==> src/rtl/prbs_chk_track.sv <==
module prbs_chk_track #(
  parameter int CW     = 16,
  parameter int ACQ_N  = 4,
  parameter int LOSS_N = 4,
  localparam int AW = $clog2(ACQ_N + 1),
  localparam int LW = $clog2(LOSS_N + 1)
) (
  input  logic          clk,
  input  logic          rst,
  input  logic          clr,
  input  logic          idle,
  input  logic          step,
  input  logic          mism,
  output logic          locked,
  output logic          err_pulse,
  output logic [CW-1:0] err_count
);

  localparam logic [CW-1:0] CNT_MAX = {CW{1'b1}};

  logic [AW-1:0] good_run;
  logic [LW-1:0] bad_run;

  always_ff @(posedge clk) begin
    if (rst || clr) begin
      locked    <= 1'b0;
      err_pulse <= 1'b0;
      err_count <= '0;
      good_run  <= '0;
      bad_run   <= '0;
    end else if (idle) begin
      locked    <= 1'b0;
      err_pulse <= 1'b0;
      good_run  <= '0;
      bad_run   <= '0;
    end else begin
      err_pulse <= 1'b0;
      if (step) begin
        if (!locked) begin
          if (mism) begin
            good_run <= '0;
          end else if (good_run == AW'(ACQ_N - 1)) begin
            locked   <= 1'b1;
            good_run <= '0;
            bad_run  <= '0;
          end else begin
            good_run <= good_run + 1'b1;
          end
        end else if (mism) begin
          err_pulse <= 1'b1;
          if (err_count != CNT_MAX) err_count <= err_count + 1'b1;
          if (bad_run == LW'(LOSS_N - 1)) begin
            locked   <= 1'b0;
            bad_run  <= '0;
            good_run <= '0;
          end else begin
            bad_run <= bad_run + 1'b1;
          end
        end else begin
          bad_run <= '0;
        end
      end
    end
  end

endmodule

==> config.mk <==
export PLATFORM = sky130hd
export DESIGN_NAME = prbs_chk_track
export DESIGN_NICKNAME = d
export VERILOG_FILES = /design/src/rtl/prbs_chk_track.sv
export SDC_FILE = /design/constraint.sdc
export NUM_CORES = 1
export LEC_CHECK = 0
export BUFFER_PORTS_ARGS = -buffer_cell sky130_fd_sc_hd__buf_4
export CAP_MARGIN = 20
export CORE_UTILIZATION = 40
export DETAILED_ROUTE_END_ITERATION = 8
export HOLD_SLACK_MARGIN = 0.15
export PLACE_DENSITY_LB_ADDON = 0.12
export REMOVE_ABC_BUFFERS = 1
export SLEW_MARGIN = 20
export SYNTH_ARGS = -nofsm -noshare
export SYNTH_HDL_FRONTEND = slang
export SYNTH_SLANG_ARGS = --single-unit
==> constraint.sdc <==
create_clock -name clk -period 2.3 [get_ports clk]
set_input_delay 0.46 -clock clk [delete_from_list [all_inputs] [get_ports clk]]
set_output_delay 0.46 -clock clk [all_outputs]
set_load 0.02 [all_outputs]
* Yosys cells after proc, flatten, opt, wreduce, memory -nomap -nowiden
Index checks and enable logic that the tools add are counted.
Word-level totals: input bits 6, logic and storage cells 40, bits in registers 24
Operators by class: mux-type cells 16, reductions and logical operators 7, bitwise operators 3, equality and inequality tests 6, add/subtract/negate cells 3
Operator list (number):
- 3-bit two-way mux | 10
- 16-bit by 1-bit adder with 16-bit output (second input constant) | 1
- 16-bit != test (second input constant) | 1
- 3-bit by 1-bit adder with 3-bit output (second input constant) | 2
- 3-bit by 2-bit == test with 1-bit output (second input constant) | 2
- 1-bit two-way mux | 6
- 3-bit AND reduction | 2
- 5-bit AND reduction | 1
- 2-bit by 1-bit != test with 1-bit output (second input constant) | 2
- 4-bit OR reduction | 1
- 1-bit NOT | 3
- 2-bit != test (second input constant) | 1
- 2-bit nonzero test | 1
- 2-bit OR reduction | 1
- 1-bit logical OR | 1

* Logic depth before layout (Yosys ltp)
depth after elaboration 4, depth in mapped cells 6, mapped depth without buffers 5

* Worst setup path before layout
No wires, ideal clock.
kind reg2reg, from register err_count[7], to register err_count[13], library setup time 0.070 ns, data required time 2.230 ns, data arrival time 1.675 ns, slack 0.555 ns, stages on the path, launching flop included 5, buffers on the path 0, path through dfxtp_1 nand4_1 or2_1 or4_1 a21oi_1
Between the ends: word-level cells in the longest chain between the ends 2, elaborated cells on any way between the ends 3, those cells by class 1 x add/sub; 1 x eq/ne; 1 x reduce/logical
RTL lines:
- start, declared | RTL line 16 | output logic [CW-1:0] err_count
- start signal, assigned | RTL line 51 | if (err_count != CNT_MAX) err_count <= err_count + 1'b1;
- branches (longest 2 deep; another with 16-bit by 1-bit adder with 16-bit output)
Several ways; the timed one is not identified. A chain may end at the register's enable or synchronous reset.

* Worst setup path after layout
Same ends and word-level chain as after synthesis.

==> results.ini <==
[finish]
n_antenna_cell = 0
drive_gt1_frac = 0.216
fill_cells = 319
area_growth_syn_to_layout_pct = 16.8
final_cells = 211
layout.nets = 177
mostFrequentLayoutCells = 24 x dfxtp_1, 24 x buf_4, 14 x a21oi_1

[grt]
grt_pass1_vias = 1079
grt_pass1_wl_mm = 4.85
grt-ovfl-total = 0
antenna_found_initial = 0
grt_max_degree = 19
grt_usage = 0.184

[sta]
min_period_ns = 1.79
final_hold_viol_count = 0
clock.fmax_ghz = 0.559
rsz0062_at_grt = false
clock_skew_ns = 0.00696
fin_ws_ns = 0.511
setup_violations = 0
tns_ns = 0
finalCritPeriodShare = 0.778
slew_headroom = 0.680
worst_pin_slew_ns = 0.476
slew_violations = 0

[synthesis]
yosys_warnings = 0
yosysSeqAreaShare = 0.372
synth_cells = 146
ys_ff_latch = 24
synth.distinct_cells = 43
syn_area_per_cell_um2 = 8.84
synth_area_um2 = 1290

[routing]
firstDrtPassIters = 4
drc = 0
drtIter0Drc = 69
detail_route.wl_per_cell_um = 13.9
drt_wl_total_mm = 2.93
via_per_inst = 5.74
ant_nets = 0
vias = 1211

[setup_path]
worstPathRequired_ns = 2.57
crit_start = err_count[7]$_SDFFE_PP0P_
startpoint_type = flop
critical_path.max_fanout = 7
critPathMaxStageDelay_ns = 0.51
end_kind = flop
worstReg2RegStart = err_count[7]$_SDFFE_PP0P_
cpLargestDelayFamily = simple AND/OR/NAND/NOR gates
path_depth = 4
endpoint = err_count[13]$_SDFFE_PP0P_
slowest_stage = or4_1
r2r_end = err_count[13]$_SDFFE_PP0P_
crit_path_cell_trace = nand4_1, or2_1, or4_1, a21oi_1
r2r_slack_ns = 0.51
cp_num_buf_inv = 0
r2r_cells = 4
crit_arrival_ns = 2.06
critical_path_class = reg2reg

[pwr]
p_per_area_nw_per_um2 = 448
peakVddDrop_uv = 441
p_leak_uw = 0.000586

[outcome]
outcome = complete, no violations

[clock_network]
path_clk_slew_ns = 0.14
post_cts_buffers = 0
cts_buffers = 3
cts-root-buf = clkbuf_4
clockBufferDepth = 2
cts-resized-gates = 0
hold_buffers = 0
cts_tree = built
clock-sinks = 24
cts-htree-levels = 1
clk_latency_ns = 0.33

[placement]
dpl.hpwl_mm = 2.08
place_inst = 207
gp_congestion = 0.719
pre_cts_ws_ns = 0.468
port_buffers = 23

[floorplanning]
die-area_um2 = 3460
io_pins = 24
core_um2 = 3050
die-height_um = 58.8
initial_utilization = 0.423
dieWidth_um = 58.8
rows = 20

[min_path]
hp-class = in2reg

[run]
cap_violations = 0

-- how the worst min path moves through the flow --
stage / to / start / cells past startpoint
3_3_place_gp: good_run[2]$_SDFFE_PP0P_ / good_run[2]$_SDFFE_PP0P_ / 1
5_1_grt: bad_run[2]$_SDFFE_PP0P_ / idle / 3
4_1_cts: err_count[8]$_SDFFE_PP0P_ / rst / 3
6_report: err_count[8]$_SDFFE_PP0P_ / rst / 3
3_5_place_dp: bad_run[2]$_SDFFE_PP0P_ / bad_run[2]$_SDFFE_PP0P_ / 1
2_1_floorplan: bad_run[2]$_SDFFE_PP0P_ / bad_run[2]$_SDFFE_PP0P_ / 1
-- logic make-up (layout without fill, tap and decap cells) --
group                    Yosys count  count (layout)  synth area share
flip-flops                        24              24             0.372
AND/OR/NAND/NOR                   69              69             0.339
adder cells (fa/ha/maj)            3               3            0.0291
AO/OA/AOI/OAI                     36              36             0.182
multiplexers                       3               3            0.0233
buffers and inverters             11              32            0.0543
-- through the flow --
stage / area (um^2) / hold slack (ns) / total power [uW] / util
2_1_floorplan: 1240 / 0.453 / 437 / -
4_1_cts: 1510 / 0.397 / 685 / 0.494
5_1_grt: 1510 / 0.407 / 711 / 0.494
6_report: 1510 / 0.405 / 675 / 0.494
3_3_place_gp: 1470 / 0.468 / 451 / 0.482
3_5_place_dp: 1470 / 0.474 / 452 / 0.482
-- report_power, final --
part / switching, uW / total (uW) / internal (uW) / leakage [uW]
combinational: 15.8 / 26.3 / 10.5 / 0.000372
sequential: 0.262 / 416 / 416 / 0.000193
clock: 136 / 233 / 97.0 / 0.0000210
total: 152 / 675 / 524 / 0.000586
-- final cells by class --
type,count,area (um^2),area share
repair buffers,24,180,0.120
multi-input cells,111,741,0.491
flip-flops and latches,24,480,0.319
well taps,44,55.1,0.0365
inverters,4,15.0,0.00996
clock buffers,4,36.3,0.0241
-- cell usage after synthesis --
master | instances | share of area
mux2i_1 | 3 | 0.023
dlygate4sd1_1 | 1 | 0.0068
nand4_4 | 1 | 0.016
o41ai_1 | 1 | 0.0068
buf_6 | 3 | 0.026
and3b_2 | 1 | 0.0078
or2_2 | 1 | 0.0048
and3_1 | 3 | 0.015
or2_1 | 2 | 0.0097
buf_2 | 1 | 0.0039
nand3_1 | 5 | 0.019
a41o_1 | 1 | 0.0078
clkbuf_1 | 2 | 0.0058
a311oi_1 | 1 | 0.0068
or3_1 | 3 | 0.015
a21o_1 | 1 | 0.0058
and4bb_2 | 1 | 0.0097
nand2_1 | 9 | 0.026
nand4_1 | 6 | 0.029
inv_1 | 4 | 0.012
nor3b_1 | 1 | 0.0058
nor4_1 | 3 | 0.015
nand3b_1 | 1 | 0.0058
nand3_2 | 1 | 0.0078
nor2b_1 | 2 | 0.0097
or4_1 | 7 | 0.041
nor3_1 | 3 | 0.012
ha_1 | 3 | 0.029
and4_1 | 3 | 0.020
and2_1 | 1 | 0.0048
o311ai_0 | 1 | 0.0068
and4b_2 | 1 | 0.0087
a22oi_1 | 1 | 0.0058
nor2_1 | 12 | 0.035
or3_2 | 1 | 0.0058
o31ai_1 | 7 | 0.041
dfxtp_1 | 24 | 0.37
nor4_4 | 1 | 0.016
a31oi_1 | 2 | 0.0097
o21ai_0 | 4 | 0.016
a21oi_1 | 14 | 0.054
o211a_1 | 2 | 0.016
a2bb2oi_1 | 1 | 0.0068
-- flip-flops by register name (all words and copies together) (netlist names) --
register   count
err_count     16
bad_run        3
locked         1
good_run       3
err_pulse      1
-- per-layer routing --
layer  global-route usage  up-vias  share of wire
met5                    0        -              0
met3               0.0505        4          0.051
met1                0.224      570           0.45
li1                     -      606              -
met2                0.318       31           0.48
met4               0.0510        0         0.0099
-- worst min-delay path, cell delays in order --
cell,delay (ns)
buf_4,0.09
or3_1,0.09
mux2i_1,0.05
Note: power is estimated with default switching activity, not from simulation.
